File: src/rtl/msf_pkg.sv
package msf_pkg;

  typedef enum logic [1:0] {
    ST_IDLE = 2'd0,
    ST_MIN  = 2'd1,
    ST_SEC  = 2'd2,
    ST_FIN  = 2'd3
  } conv_state_e;

endpackage

File: src/rtl/msf_rst_sync.sv
module msf_rst_sync (
  input  logic clk,
  input  logic rst_n,
  output logic rst_sync_n
);

  logic [1:0] sync_q;

  always_ff @(posedge clk or negedge rst_n) begin
    if (!rst_n) sync_q <= 2'b00;
    else        sync_q <= {sync_q[0], 1'b1};
  end

  assign rst_sync_n = sync_q[1];

endmodule

File: src/rtl/msf_range_chk.sv
module msf_range_chk #(
  parameter int ADDR_W  = 24,
  parameter int REM_W   = 25,
  parameter int LEAD_IN = 150,
  parameter int LIMIT   = 1152000
) (
  input  logic [ADDR_W-1:0] addr,
  input  logic              pack,
  output logic [REM_W-1:0]  load_val,
  output logic              ovf
);

  localparam logic [REM_W-1:0] LEAD_V  = REM_W'(LEAD_IN);
  localparam logic [REM_W-1:0] LIMIT_V = REM_W'(LIMIT);

  logic [REM_W-1:0] adj;

  always_comb begin
    adj      = REM_W'(addr) + LEAD_V;
    load_val = pack ? REM_W'(addr) : adj;
    ovf      = !pack && (adj >= LIMIT_V);
  end

endmodule

File: src/rtl/msf_div_step.sv
module msf_div_step #(
  parameter int W = 25
) (
  input  logic [W-1:0] rem_in,
  input  logic [W-1:0] dvs,
  output logic         take,
  output logic [W-1:0] rem_out
);

  logic [W:0] diff;

  always_comb begin
    diff    = {1'b0, rem_in} - {1'b0, dvs};
    take    = !diff[W];
    rem_out = take ? diff[W-1:0] : rem_in;
  end

endmodule

File: src/rtl/msf_conv.sv
module msf_conv
  import msf_pkg::*;
#(
  parameter int ADDR_W  = 24,
  parameter int LEAD_IN = 150,
  parameter int FPS     = 75,
  parameter int SPM     = 60,
  parameter int MIN_W   = 8,
  parameter int LAT_MAX = 40
) (
  input  logic              clk,
  input  logic              rst_n,
  input  logic              start,
  input  logic              pack_mode,
  input  logic [ADDR_W-1:0] blk_addr,
  output logic              busy,
  output logic              done,
  output logic              range_ovf,
  output logic [7:0]        byte3,
  output logic [7:0]        byte2,
  output logic [7:0]        byte1,
  output logic [7:0]        byte0
);

  localparam int FPM      = FPS * SPM;
  localparam int REM_W    = ADDR_W + 1;
  localparam int SEC_W    = $clog2(SPM);
  localparam int FRM_W    = $clog2(FPS);
  localparam int LIMIT    = FPM << MIN_W;
  localparam int STEP_MAX = (MIN_W > SEC_W) ? MIN_W : SEC_W;
  localparam int CNT_W    = $clog2(STEP_MAX + 1);
  localparam int LAT_W    = $clog2(LAT_MAX + 2);

  logic rst_sync_n;

  msf_rst_sync u_rst (
    .clk        (clk),
    .rst_n      (rst_n),
    .rst_sync_n (rst_sync_n)
  );

  // state registers
  conv_state_e      state_q, state_d;
  logic [CNT_W-1:0] cnt_q, cnt_d;
  logic [REM_W-1:0] rem_q, rem_d;
  logic [MIN_W-1:0] qmin_q, qmin_d;
  logic [SEC_W-1:0] qsec_q, qsec_d;
  logic             ovf_q, ovf_d;
  logic             pack_q, pack_d;
  logic             reg_en;

  // capture path
  logic [REM_W-1:0] load_val;
  logic             load_ovf;

  msf_range_chk #(
    .ADDR_W  (ADDR_W),
    .REM_W   (REM_W),
    .LEAD_IN (LEAD_IN),
    .LIMIT   (LIMIT)
  ) u_range (
    .addr     (blk_addr),
    .pack     (pack_mode),
    .load_val (load_val),
    .ovf      (load_ovf)
  );

  // shared trial-subtract stage
  logic [REM_W-1:0] step_dvs;
  logic [REM_W-1:0] step_rem;
  logic             step_take;

  always_comb begin
    if (state_q == ST_SEC) step_dvs = REM_W'(FPS) << cnt_q;
    else                   step_dvs = REM_W'(FPM) << cnt_q;
  end

  msf_div_step #(
    .W (REM_W)
  ) u_step (
    .rem_in  (rem_q),
    .dvs     (step_dvs),
    .take    (step_take),
    .rem_out (step_rem)
  );

  // next-state logic
  always_comb begin
    state_d = state_q;
    cnt_d   = cnt_q;
    rem_d   = rem_q;
    qmin_d  = qmin_q;
    qsec_d  = qsec_q;
    ovf_d   = ovf_q;
    pack_d  = pack_q;
    reg_en  = 1'b0;
    unique case (state_q)
      ST_IDLE: begin
        if (start) begin
          reg_en  = 1'b1;
          rem_d   = load_val;
          ovf_d   = load_ovf;
          pack_d  = pack_mode;
          qmin_d  = '0;
          qsec_d  = '0;
          cnt_d   = CNT_W'(MIN_W - 1);
          state_d = (pack_mode || load_ovf) ? ST_FIN : ST_MIN;
        end
      end
      ST_MIN: begin
        reg_en = 1'b1;
        rem_d  = step_rem;
        qmin_d = {qmin_q[MIN_W-2:0], step_take};
        if (cnt_q == '0) begin
          cnt_d   = CNT_W'(SEC_W - 1);
          state_d = ST_SEC;
        end else begin
          cnt_d = cnt_q - 1'b1;
        end
      end
      ST_SEC: begin
        reg_en = 1'b1;
        rem_d  = step_rem;
        qsec_d = {qsec_q[SEC_W-2:0], step_take};
        if (cnt_q == '0) state_d = ST_FIN;
        else             cnt_d   = cnt_q - 1'b1;
      end
      ST_FIN: begin
        reg_en  = 1'b1;
        state_d = ST_IDLE;
      end
      default: begin
        reg_en  = 1'b1;
        state_d = ST_IDLE;
      end
    endcase
  end

  // register process
  always_ff @(posedge clk or negedge rst_sync_n) begin
    if (!rst_sync_n) begin
      state_q <= ST_IDLE;
      cnt_q   <= '0;
      rem_q   <= '0;
      qmin_q  <= '0;
      qsec_q  <= '0;
      ovf_q   <= 1'b0;
      pack_q  <= 1'b0;
    end else if (reg_en) begin
      state_q <= state_d;
      cnt_q   <= cnt_d;
      rem_q   <= rem_d;
      qmin_q  <= qmin_d;
      qsec_q  <= qsec_d;
      ovf_q   <= ovf_d;
      pack_q  <= pack_d;
    end
  end

  // output formatting
  logic [7:0]  min_f, sec_f, frm_f;
  logic [31:0] word_f;

  always_comb begin
    min_f = ovf_q ? 8'hFF          : 8'(qmin_q);
    sec_f = ovf_q ? 8'(SPM - 1)    : 8'(qsec_q);
    frm_f = ovf_q ? 8'(FPS - 1)    : 8'(rem_q[FRM_W-1:0]);
    if (pack_q) word_f = 32'(rem_q[ADDR_W-1:0]);
    else        word_f = {8'h00, min_f, sec_f, frm_f};
  end

  assign busy      = (state_q != ST_IDLE);
  assign done      = (state_q == ST_FIN);
  assign range_ovf = ovf_q;
  assign byte3     = word_f[31:24];
  assign byte2     = word_f[23:16];
  assign byte1     = word_f[15:8];
  assign byte0     = word_f[7:0];

  // busy-length counter used by the latency property
  logic [LAT_W-1:0] lat_q;

  always_ff @(posedge clk or negedge rst_sync_n) begin
    if (!rst_sync_n)           lat_q <= '0;
    else if (!busy)            lat_q <= '0;
    else if (lat_q != '1)      lat_q <= lat_q + 1'b1;
  end

  p_busy_rise_r2: assert property (@(posedge clk) disable iff (!rst_sync_n)
    (!busy && start) |=> busy);

  p_field_range_r4: assert property (@(posedge clk) disable iff (!rst_sync_n)
    (done && !pack_q) |-> (byte1 < 8'(SPM) && byte0 < 8'(FPS)));

  p_sat_min_r6: assert property (@(posedge clk) disable iff (!rst_sync_n)
    (done && range_ovf) |-> (byte2 == 8'hFF));

  p_done_pulse_r8: assert property (@(posedge clk) disable iff (!rst_sync_n)
    done |=> !done);

  p_ignore_busy_r9: assert property (@(posedge clk) disable iff (!rst_sync_n)
    (busy && start) |=> ($stable(pack_q) && $stable(ovf_q)));

  p_latency_r10: assert property (@(posedge clk) disable iff (!rst_sync_n)
    busy |-> (lat_q < LAT_W'(LAT_MAX)));

endmodule

File: config.mk
export PLATFORM = sky130hd
export DESIGN_NAME = msf_conv
export DESIGN_NICKNAME = d
export VERILOG_FILES = /design/src/rtl/msf_pkg.sv /design/src/rtl/msf_rst_sync.sv /design/src/rtl/msf_range_chk.sv /design/src/rtl/msf_div_step.sv /design/src/rtl/msf_conv.sv
export SDC_FILE = /design/constraint.sdc
export NUM_CORES = 1
export LEC_CHECK = 0
export BUFFER_PORTS_ARGS = -buffer_cell sky130_fd_sc_hd__buf_2
export CELL_PAD_IN_SITES_DETAIL_PLACEMENT = 0
export CELL_PAD_IN_SITES_GLOBAL_PLACEMENT = 1
export CORE_ASPECT_RATIO = 1.25
export CORE_MARGIN = 2
export CORE_UTILIZATION = 40
export DETAILED_ROUTE_END_ITERATION = 10
export PLACE_DENSITY_LB_ADDON = 0.1
export SYNTH_ARGS = -nofsm -noshare
export SYNTH_HDL_FRONTEND = slang
export SYNTH_SLANG_ARGS = --single-unit
File: constraint.sdc
create_clock -name clk -period 1.7 [get_ports clk]
set_clock_uncertainty 0.15 [all_clocks]
set_input_delay 0.255 -clock clk [delete_from_list [all_inputs] [get_ports clk]]
set_output_delay 0.255 -clock clk [all_outputs]
set_load 0.1 [all_outputs]
==> summary.md, run 1 <==
| Metric | Value |
|---|---|
| Status | finished, violations left |
| Failing checks | negative setup slack |
| Crit path time final | 3.87 ns |
| CTS tree | yes |
| Sequential Area | approximately 1200 um2 |
| Most frequent CP cell | ha_4 |
| Most frequent cells in the layout | 225 x buf_4, 70 x nand2_1, 43 x dfrtp_1 |
| Largest net degree at the start of global routing | 30 |
| Cts bufs inserted | 5 |
| Unrepaired setup endpoints after global routing | true |
| Number of fillers in the final layout | between 900 and 1,000 |
| Final nets | between 1,000 and 1,500 |
| First-pass GRT wire length | about 31 mm |
| Final Max Tran Viols | 0 |
| Initial antenna violation count | 0 |
| Wirelength per Cell | 18.1 um |
| Clock Sinks | 49 |
| GRT overflow | 0 |
| Yosys warnings | 0 |
| Sequential share of the synthesized area | 0.239 |
| Critical path depth in cells | 18 |
| Final WL | 20.2 mm |
| Maximum clock frequency | 258 MHz |
| Core Util, Final | 0.722 |
| DR iter-0 viols | 229 |
| Main flop type after synthesis | dfrtp_1 |
| Mapped Avg Cell Area | 7.75 um2 |
| Post-synth ARST share | 1.00 |
| CP required | 1.74 ns |
| Commonest non-fill, non-tap cell in the layout | buf_4 |
| Vias | 6,151 |
| Die width | 105 um |
| Die span in y | 131 um |
| R2R depth | 18 |
| Skew-Pair Late Insertion Delay | ~0.3 ns |
| Post-synth EDFFs | 0 |
| Final period utilization | 2.28 |
| Slowest cell on the critical path | dfrtp_1 |
| #FFs+latches synth | 49 |
| Max clock buf depth | 2 |
| Detailed Place HPWL | 14.7 mm |
| Hold/Removal Path Class | reg2async |
| Io pins | 63 |
| WS Path Type | reg2reg |
| Die ar. | around 14,000 um2 |
| Area occupied by multi-input gates | 4520 um2 |
| Clk slew on worst S/H paths | 0.07 ns |
| Delay-heaviest family, CP | compound AO/OA/AOI/OAI gates |
| Initial Util | 0.407 |
| Max stage delay on crit path | between 0.3 and 0.4 ns |
| Crit-path max FO | 9 |
| # DRC | 0 |
| First-pass DRT Iterations | 5 |
| Vias per std cell | 5.50 |
| Port Buffer Count | 54 |
| GRT Resource Usage Total | 0.287 |
| Root buf cell | clkbuf_16 |
| Share of cells above drive strength 1 | 0.504 |
| Max-cap violations | 0 |
| N_diodes | 0 |
| Cells after synthesis | 662 |
| Post-route setup slack | -2.17 ns |
| Crit path launch type | flip-flop |
| Worst Path Arrival | 3.91 ns |
| Gpl congestion | between 0.9 and 1 |
| Core area | 12,600 um2 |
| CP cell instances | inv_2, ha_4, inv_4, ha_4, buf_6, nor2_4, a21oi_2, mux2_4, ha_4, a21oi_4, o211ai_1, a22o_1, a31o_4, a2111oi_4, o211ai_2, nand2_4, buf_12, mux2_1 |
| Number of global-route vias before repair | 6,169 |
| Critical Path End Type | flip-flop |
| CTS H-tree depth | 2 |
| Layout area overhead | 77.4% |
| Mapped Area | 5130 um2 |
| Buffers and inverters on the worst path | 4 |
| Worst R2R Setup Slack | -2.17 ns |
| Antenna viol nets, final | 0 |
| Post-synthesis cell type count | 75 |
| Final Hold Vio Count | 0 |
| Final setup viols | 68 |
| Std-Cell Rows | 46 |
timing repair:
item                                    4_1_cts  5_1_grt
hold buffers                                  1        0
cloned                                        2        1
resized for setup                            94       62
pin swaps                                    29       17
endpoints found under the setup margin       72       72
setup buffers                                27       10
endpoints found under the hold margin         2        0
through the flow:
| stage | cell area, um2 | setup TNS, ns | setup slack, ns | cells | hold WS (ns) |
|---|---|---|---|---|---|
| after global routing | 9110 | -68.01 | -2.33 | 1118 | 0.113 |
| after detailed placement | 8020 | -66.59 | -2.39 | 1074 | -0.105 |
| final | 9110 | -61.93 | -2.17 | 1118 | 0.105 |
| after floorplan | 5660 | -63.21 | -2.24 | 669 | -0.191 |
| after global placement | 8020 | -63.26 | -2.32 | 1074 | -0.111 |
| after CTS | 8810 | -61.71 | -2.17 | 1110 | 0.114 |
metal layers:
metal	GRT usage	vias up	part of all wire
li1	-	2943	-
met1	0.332	2973	0.40
met2	0.546	184	0.53
met3	0.0198	51	0.034
met4	0.118	0	0.038
met5	0	-	0
cells by family (layout without fill, tap and decap cells):
kind of cell | count (synthesis) | after routing | share of synthesized area
flip-flops | 49 | 49 | 0.239
XOR/XNOR | 37 | 37 | 0.0631
buffers and inverters | 63 | 344 | 0.0570
AND/OR/NAND/NOR | 234 | 234 | 0.221
other | 2 | 9 | 0.00146
adder cells (fa/ha/maj) | 36 | 36 | 0.0892
multiplexers | 26 | 26 | 0.0629
AO/OA/AOI/OAI | 215 | 215 | 0.266
sequential cells by signal, summed over array words and instances, names as in the netlist:
name          count
cnt_q             4
qmin_q            8
rem_q            25
state_q           2
pack_q            1
qsec_q            6
range_ovf         1
u_rst.sync_q      2
final cells by class:
cell class / count / area share
flip-flops and latches: 49 / 0.136
inverters: 23 / 0.0122
clock buffers: 5 / 0.0137
clock inverters: 3 / 0.00247
well taps: 168 / 0.0231
multi-input cells: 557 / 0.496
repair buffers: 313 / 0.317
final timing paths:
kind / to / startpoint
max: rem_q[9]$_DFFE_PN0P_ / state_q[0]$_DFFE_PN0P_
min: cnt_q[0]$_DFFE_PN0P_ / u_rst.sync_q[1]$_DFF_PN0_
max reg2reg: rem_q[9]$_DFFE_PN0P_ / state_q[0]$_DFFE_PN0P_
min reg2reg: cnt_q[0]$_DFFE_PN0P_ / u_rst.sync_q[1]$_DFF_PN0_
max in group asynchronous: range_ovf$_DFFE_PN0P_ / u_rst.sync_q[1]$_DFF_PN0_
min in group clk: rem_q[0]$_DFFE_PN0P_ / blk_addr[0]
cell usage after synthesis, types with 4 or more instances:
library cell | count | area, um2
mux2i_1 | 6 | 60.1
a21oi_1 | 50 | 250
xnor2_1 | 16 | 140
o31ai_1 | 4 | 30.0
nand2_1 | 80 | 300
a211oi_1 | 6 | 45.0
and2_1 | 13 | 81.3
o22ai_1 | 5 | 31.3
nor3_1 | 17 | 85.1
a21o_1 | 5 | 37.5
nand4_1 | 5 | 31.3
nor2b_1 | 10 | 62.6
nand2b_1 | 13 | 81.3
buf_4 | 8 | 60.1
o21a_1 | 8 | 60.1
or3_1 | 6 | 37.5
a311oi_1 | 5 | 43.8
o21ai_0 | 79 | 395
mux2_2 | 7 | 78.8
o211ai_1 | 4 | 30.0
clkbuf_1 | 25 | 93.8
inv_1 | 21 | 78.8
nand3_1 | 9 | 45.0
dfrtp_1 | 49 | 1230
ha_1 | 35 | 438
xor2_1 | 21 | 184
a22o_1 | 9 | 78.8
or2_2 | 4 | 25.0
and3_1 | 7 | 43.8
a31oi_1 | 9 | 56.3
mux2_4 | 10 | 150
nor2_1 | 53 | 199
Power of run 1 is left out: the tool's default activity adds up to more than one toggle a clock period on the data nets, which glitch-free logic cannot reach.
==> run 2: changes to the inputs <==
==> constraint.sdc (replaced) <==
create_clock -name clk -period 1.7 [get_ports clk]
set_clock_uncertainty 0.15 [all_clocks]
set_input_delay 0.085 -clock clk [delete_from_list [all_inputs] [get_ports clk]]
set_output_delay 0.085 -clock clk [all_outputs]
set_load 0.1 [all_outputs]
==> run 2 against run 1 <==
Compared with the run above: the run still ends with negative setup slack left; non-clock buffer count is 17 lower; sequential share of layout area is 0.39 points higher; flip-flop and latch count stayed put; critical path depth is 1 lower; die area stayed put; worst hold slack worse by 0.086 ns; cell count is 1.5% lower; utilization is 2.0 points lower; register-to-register slack hardly changed; global-route usage is 0.83 points lower; via count is 3.8% lower; critical path type unchanged; critical endpoint is now rem_q[12]$_DFFE_PN0P_.
==> summary.md, run 2 (synthesis gave the netlist of run 1 again) <==
| Metric | Value |
|---|---|
| Status | finished, violations left (unchanged) |
| Failing checks | negative setup slack (unchanged) |
| Die span in y | 131 um (unchanged) |
| Wirelength per Cell | 17.2 um (was 18.1 um) |
| R2R depth | 17 (was 18) |
| Final WL | 18.9 mm (was 20.2 mm) |
| Share of cells above drive strength 1 | 0.491 (was 0.504) |
| Hold/Removal Path Class | in2reg (was reg2async) |
| Vias per std cell | 5.37 (was 5.50) |
| Non-Filler Instances | 1,101 (was 1,118) |
| Crit path time final | 3.88 ns (was 3.87 ns) |
| Max-cap violations | 0 (unchanged) |
| Detailed Place HPWL | 14.8 mm (was 14.7 mm) |
| Final period utilization | 2.28 (about the same) |
| Die width | 105 um (unchanged) |
| Max stage delay on crit path | 0.40 ns (was 0.39 ns) |
| Worst Path Arrival | 3.90 ns (was 3.91 ns) |
| Vias | 5,916 (was 6,151) |
| Dpl cells | 1,075 (was 1,074) |
| First-pass DRT Iterations | 5 (unchanged) |
| Root buf cell | clkbuf_16 (unchanged) |
| Crit-path max FO | 8 (was 9) |
| Number of global-route vias before repair | 6,121 (was 6,169) |
| Largest register FFs | 25 (unchanged) |
| Buffers and inverters on the worst path | 3 (was 4) |
| Terminus of the critical flop-to-flop path | rem_q[12]$_DFFE_PN0P_ (was rem_q[9]$_DFFE_PN0P_) |
| Crit path launch type | flip-flop (unchanged) |
| Core area | 12,600 um2 (unchanged) |
| Initial Util | 0.407 (unchanged) |
| Unrepaired setup endpoints after global routing | true (unchanged) |
| Clock Sinks | 49 (unchanged) |
| Final nets | 996 (was 1,013) |
| Skew-Pair Late Insertion Delay | 0.29 ns (was 0.30 ns) |
| GRT Resource Usage Total | 0.278 (was 0.287) |
| N_diodes | 0 (unchanged) |
| WS Path Type | reg2reg (unchanged) |
| GRT overflow | 0 (unchanged) |
| Slowest cell on the critical path | dfrtp_1 (unchanged) |
| Post-route setup slack | -2.18 ns (was -2.17 ns) |
| Final setup viols | 49 (was 68) |
| Hold Path Sink | pack_q$_DFFE_PN0P_ |
| Delay-heaviest family, CP | compound AO/OA/AOI/OAI gates (unchanged) |
| CTS tree | yes (unchanged) |
| Antenna viol nets, final | 0 (unchanged) |
| Hold Crit Depth | 3 |
| Maximum clock frequency | 258 MHz (about the same) |
| Largest net degree at the start of global routing | 48 (was 30) |
| Die ar. | 13,800 um2 (unchanged) |
| Initial antenna violation count | 0 (unchanged) |
| Io pins | 63 (unchanged) |
| Worst Min Path Start | start |
| Max clock buf depth | 2 (unchanged) |
| CP required | 1.72 ns (was 1.74 ns) |
| Reg2reg start | state_q[0]$_DFFE_PN0P_ (unchanged) |
| Commonest non-fill, non-tap cell in the layout | buf_4 (unchanged) |
| Worst R2R Setup Slack | -2.18 ns (was -2.17 ns) |
| Std-Cell Rows | 46 (unchanged) |
| Layout area overhead | 72.5% (was 77.4%) |
| First-pass GRT wire length | 30.5 mm (was 31.1 mm) |
| Top flop regs | rem_q (25), qmin_q (8), qsec_q (6) (unchanged) |
| CTS H-tree depth | 2 (unchanged) |
| Most frequent cells in the layout | 217 x buf_4, 71 x nand2_1, 43 x dfrtp_1, 40 x nor2_1, 40 x a21oi_1 (was 225 x buf_4, 70 x nand2_1, 43 x dfrtp_1) |
| Port Buffer Count | 54 (unchanged) |
| Final Max Tran Viols | 0 (unchanged) |
| Gpl congestion | 0.986 (was 0.987) |
| # DRC | 0 (unchanged) |
| CP cell instances | inv_2, ha_4, inv_4, ha_4, nor2_4, a21oi_2, or2_4, ha_4, buf_4, o21a_1, o31a_1, o31a_1, o21a_1, o21a_1, or3_1, a31o_1, mux2_4 (was inv_2, ha_4, inv_4, ha_4, buf_6, nor2_4, a21oi_2, mux2_4, ha_4, a21oi_4, o211ai_1, a22o_1, a31o_4, a2111oi_4, o211ai_2, nand2_4, buf_12, mux2_1) |
| DR iter-0 viols | 218 (was 229) |
| Clk slew on worst S/H paths | 0.07 ns (about the same) |
| Critical Path End Type | flip-flop (unchanged) |
| Critical path depth in cells | 17 (was 18) |
| Largest Register | rem_q (unchanged) |
| Cts bufs inserted | 5 (unchanged) |
| Final Hold Vio Count | 0 (unchanged) |
run 2: cell types whose count changed in the layout (fill, tap and decap cells not counted), moves of 3 or more:
| cell | change |
|---|---|
| nor2_1 | +3 |
| a311oi_2 | -3 |
| ha_4 | -3 |
| clkinvlp_4 | -3 |
| mux2_4 | +4 |
| nor2_4 | -5 |
| ha_1 | +3 |
| buf_12 | -5 |
| buf_4 | -8 |
| o21ai_4 | +3 |
run 2: what timing repair did:
item / CTS / global route
hold buffers: 3 / 0
buffers inserted: 13 / 3
setup endpoints to repair: 55 / 54
resized for setup: 97 / 52
cloned: 1 / 0
pin swaps: 16 / 18
endpoints found under the hold margin: 3 / 0
run 2: worst max path at each step:
stage	startpoint	to	slack, ns
detailed placement	state_q[0]$_DFFE_PN0P_	rem_q[24]$_DFFE_PN0P_	-2.33
global placement	state_q[0]$_DFFE_PN0P_	rem_q[24]$_DFFE_PN0P_	-2.25
CTS	state_q[0]$_DFFE_PN0P_	rem_q[11]$_DFFE_PN0P_	-2.16
floorplan	state_q[0]$_DFFE_PN0P_	rem_q[6]$_DFFE_PN0P_	-2.24
finish	state_q[0]$_DFFE_PN0P_	rem_q[12]$_DFFE_PN0P_	-2.18
global route	state_q[0]$_DFFE_PN0P_	rem_q[22]$_DFFE_PN0P_	-2.29
run 2: per-stage QoR:
step	TNS, ns	setup WS [ns]	hold WS, ns	cell area (um2)	util
2_1_floorplan	-60.59	-2.24	-0.361	5630	-
3_3_place_gp	-61.04	-2.25	-0.279	7980	0.633
3_5_place_dp	-64.51	-2.33	-0.276	7980	0.633
4_1_cts	-59.15	-2.16	0.0314	8640	0.685
5_1_grt	-67.17	-2.29	0.0271	8850	0.702
6_report	-62.72	-2.18	0.0195	8850	0.702
run 2: worst min-delay path: stages:
cell and delay [ns]:
buf_2 0.09, and2_4 0.19, o21ai_2 0.06
run 2: per-layer routing:
layer / share of wire / global-route usage
met3: 0.031 / 0.0169
met2: 0.53 / 0.531
met5: 0 / 0
met4: 0.025 / 0.0878
met1: 0.41 / 0.334
run 2: layout make-up:
class	instances	area (um2)
Inverter	23	98.8
Timing Repair Buffer	296	2640
Clock buffer	7	143
Tap cell	168	210
Clock inverter	1	30.0
Multi-Input combinational cell	557	4500
Fill cell	996	3750
Sequential cell	49	1240
Power of run 2 is left out for the same reason.
==> run 3: changes to the inputs <==
--- a/config.mk
+++ b/config.mk
@@ -12,6 +12,7 @@
 export CORE_MARGIN = 2
 export CORE_UTILIZATION = 40
 export DETAILED_ROUTE_END_ITERATION = 10
+export MAX_ROUTING_LAYER = met4
 export PLACE_DENSITY_LB_ADDON = 0.1
 export SYNTH_ARGS = -nofsm -noshare
 export SYNTH_HDL_FRONTEND = slang
==> run 3 against run 2 <==
Compared with the run above: the run ends with negative hold slack, negative setup slack left; via count rose by 2.2%; critical endpoint is now rem_q[5]$_DFFE_PN0P_; sequential share of layout area down 0.27 points; worst setup slack worse by 0.094 ns; critical path depth is 1 higher; largest cell class unchanged; cell area up 1.9%; register-to-register slack worse by 0.09 ns; first-iteration DRC count up 42%; count of clock-buffer cells in the layout stayed put; fmax down 2.4%.
==> summary.md, run 3 (synthesis gave the netlist of run 1 again) <==
| Metric | Value |
|---|---|
| Status | finished, violations left (unchanged) |
| Failing checks | negative hold slack, negative setup slack (was negative setup slack) |
| Die span in y | 131 um (unchanged) |
| Final Max Tran Viols | 0 (unchanged) |
| Detailed Place HPWL | 15.0 mm (was 14.8 mm) |
| Final WL | 19.6 mm (was 18.9 mm) |
| CTS H-tree depth | 2 (unchanged) |
| Most frequent cells in the layout | 229 x buf_4, 71 x nand2_1, 44 x dfrtp_1, 37 x nor2_1, 35 x a21oi_1 (was 217 x buf_4, 71 x nand2_1, 43 x dfrtp_1, 40 x nor2_1, 40 x a21oi_1) |
| Share of cells above drive strength 1 | 0.507 (was 0.491) |
| Cts bufs inserted | 5 (unchanged) |
| GRT Resource Usage Total | 0.296 (was 0.278) |
| Unrepaired setup endpoints after global routing | true (unchanged) |
| Core Util, Final | 0.716 (was 0.702) |
| Final Hold Vio Count | 1 (was 0) |
| Crit-path max FO | 8 (unchanged) |
| N_diodes | 0 (unchanged) |
| WS Path Type | reg2reg (unchanged) |
| First-pass GRT wire length | 31.4 mm (was 30.5 mm) |
| Antenna viol nets, final | 0 (unchanged) |
| Number of fillers in the final layout | 955 (was 996) |
| Largest Register | rem_q (unchanged) |
| Worst Path Arrival | 4.01 ns (was 3.90 ns) |
| Critical Path End Type | flip-flop (unchanged) |
| Largest register FFs | 25 (unchanged) |
| Post-Place Setup Slack | -2.23 ns (was -2.33 ns) |
| Post-route setup slack | -2.27 ns (was -2.18 ns) |
| Port Buffer Count | 54 (unchanged) |
| Clock Sinks | 49 (unchanged) |
| Vias per std cell | 5.42 (was 5.37) |
| Die width | 105 um (unchanged) |
| Hold/Removal Path Class | in2reg (unchanged) |
| Top flop regs | rem_q (25), qmin_q (8), qsec_q (6) (unchanged) |
| Core area | 12,600 um2 (unchanged) |
| DR iter-0 viols | 309 (was 218) |
| Io pins | 63 (unchanged) |
| Maximum clock frequency | 252 MHz (was 258 MHz) |
| Final period utilization | 2.34 (was 2.28) |
| Final nets | 1,010 (was 996) |
| Initial antenna violation count | 0 (unchanged) |
| Gpl congestion | 0.963 (was 0.986) |
| First-pass DRT Iterations | 5 (unchanged) |
| Number of global-route vias before repair | 6,282 (was 6,121) |
| CTS tree | yes (unchanged) |
| Std-Cell Rows | 46 (unchanged) |
| Crit path launch type | flip-flop (unchanged) |
| Vias | 6,044 (was 5,916) |
| Die ar. | 13,800 um2 (unchanged) |
| Initial Util | 0.407 (unchanged) |
| Clk slew on worst S/H paths | 0.07 ns (about the same) |
| CP required | 1.73 ns (was 1.72 ns) |
| GRT overflow | 0 (unchanged) |
| Root buf cell | clkbuf_16 (unchanged) |
| Layout area overhead | 75.7% (was 72.5%) |
| Final setup viols | 48 (was 49) |
| Wirelength per Cell | 17.6 um (was 17.2 um) |
| Max clock buf depth | 2 (unchanged) |
| Setup TNS | -63.47 ns (was -62.72 ns) |
| Crit path time final | 3.97 ns (was 3.88 ns) |
| Commonest non-fill, non-tap cell in the layout | buf_4 (unchanged) |
| WHS | -0.00364 ns (was 0.0195 ns) |
| Skew-Pair Late Insertion Delay | 0.30 ns (was 0.29 ns) |
| Largest net degree at the start of global routing | 48 (unchanged) |
| # DRC | 0 (unchanged) |
| Max-cap violations | 0 (unchanged) |
run 3: cell types whose count changed in the layout (fill, tap and decap cells not counted), sizes merged:
cell / before / now
buf: 293 / 307
run 3: worst max-delay path, stage by stage (launching register included):
cell,delay (ns)
dfrtp_1,0.36
inv_2,0.07
buf_6,0.12
ha_4,0.17
nor2b_4,0.13
buf_6,0.14
a21oi_2,0.21
o21ai_0,0.14
a2bb2oi_1,0.20
ha_1,0.30
a21oi_1,0.16
o21ai_1,0.11
a22o_1,0.22
a31o_4,0.23
a2111oi_4,0.39
o211ai_2,0.18
nand2_4,0.15
buf_12,0.15
mux2_4,0.30
run 3: final timing paths:
path	start	end	slack (ns)	cells after the start
min in group asynchronous	u_rst.sync_q[1]$_DFF_PN0_	cnt_q[3]$_DFFE_PN0P_	0.11	1
worst max register to register	state_q[0]$_DFFE_PN0P_	rem_q[5]$_DFFE_PN0P_	-2.27	18
worst min-delay path	start	pack_q$_DFFE_PN0P_	-0.004	3
worst min register to register	u_rst.sync_q[1]$_DFF_PN0_	cnt_q[3]$_DFFE_PN0P_	0.11	1
worst max-delay path	state_q[0]$_DFFE_PN0P_	rem_q[5]$_DFFE_PN0P_	-2.27	18
max in group asynchronous	rst_n	u_rst.sync_q[1]$_DFF_PN0_	0.78	3
run 3: through the flow:
step	hold slack (ns)	cell area (um2)	std cells
finish	-0.00364	9020	1115
CTS	0.0393	8620	1101
floorplan	-0.361	5630	669
global route	0.00398	9020	1115
global placement	-0.280	7960	1072
detailed placement	-0.277	7960	1072
run 3: layout make-up:
| cell class | instances | area [um2] | area share |
|---|---|---|---|
| clock buffer | 7 | 143 | 0.0158 |
| clock inverter | 1 | 30.0 | 0.00333 |
| inverter | 23 | 104 | 0.0115 |
| multi-input combinational | 557 | 4530 | 0.502 |
| sequential | 49 | 1230 | 0.137 |
| tap | 168 | 210 | 0.0233 |
| timing repair buffer | 310 | 2770 | 0.307 |
run 3: repair_timing:
action	4_1_cts	5_1_grt
hold buffers	3	0
pin swaps	21	31
setup buffers	18	14
hold endpoints to repair	3	0
gates resized for setup	103	71
gates cloned	1	0
endpoints found under the setup margin	55	52
run 3: per-layer routing:
layer,up-vias,share of wire,global-route usage,wire length (um)
met5,-,0,-,0
met4,0,0.026,0.0918,507
met3,37,0.032,0.0238,619
met2,173,0.53,0.554,10400
met1,2902,0.41,0.334,8110
li1,2932,-,-,-
Power of run 3 is left out for the same reason.
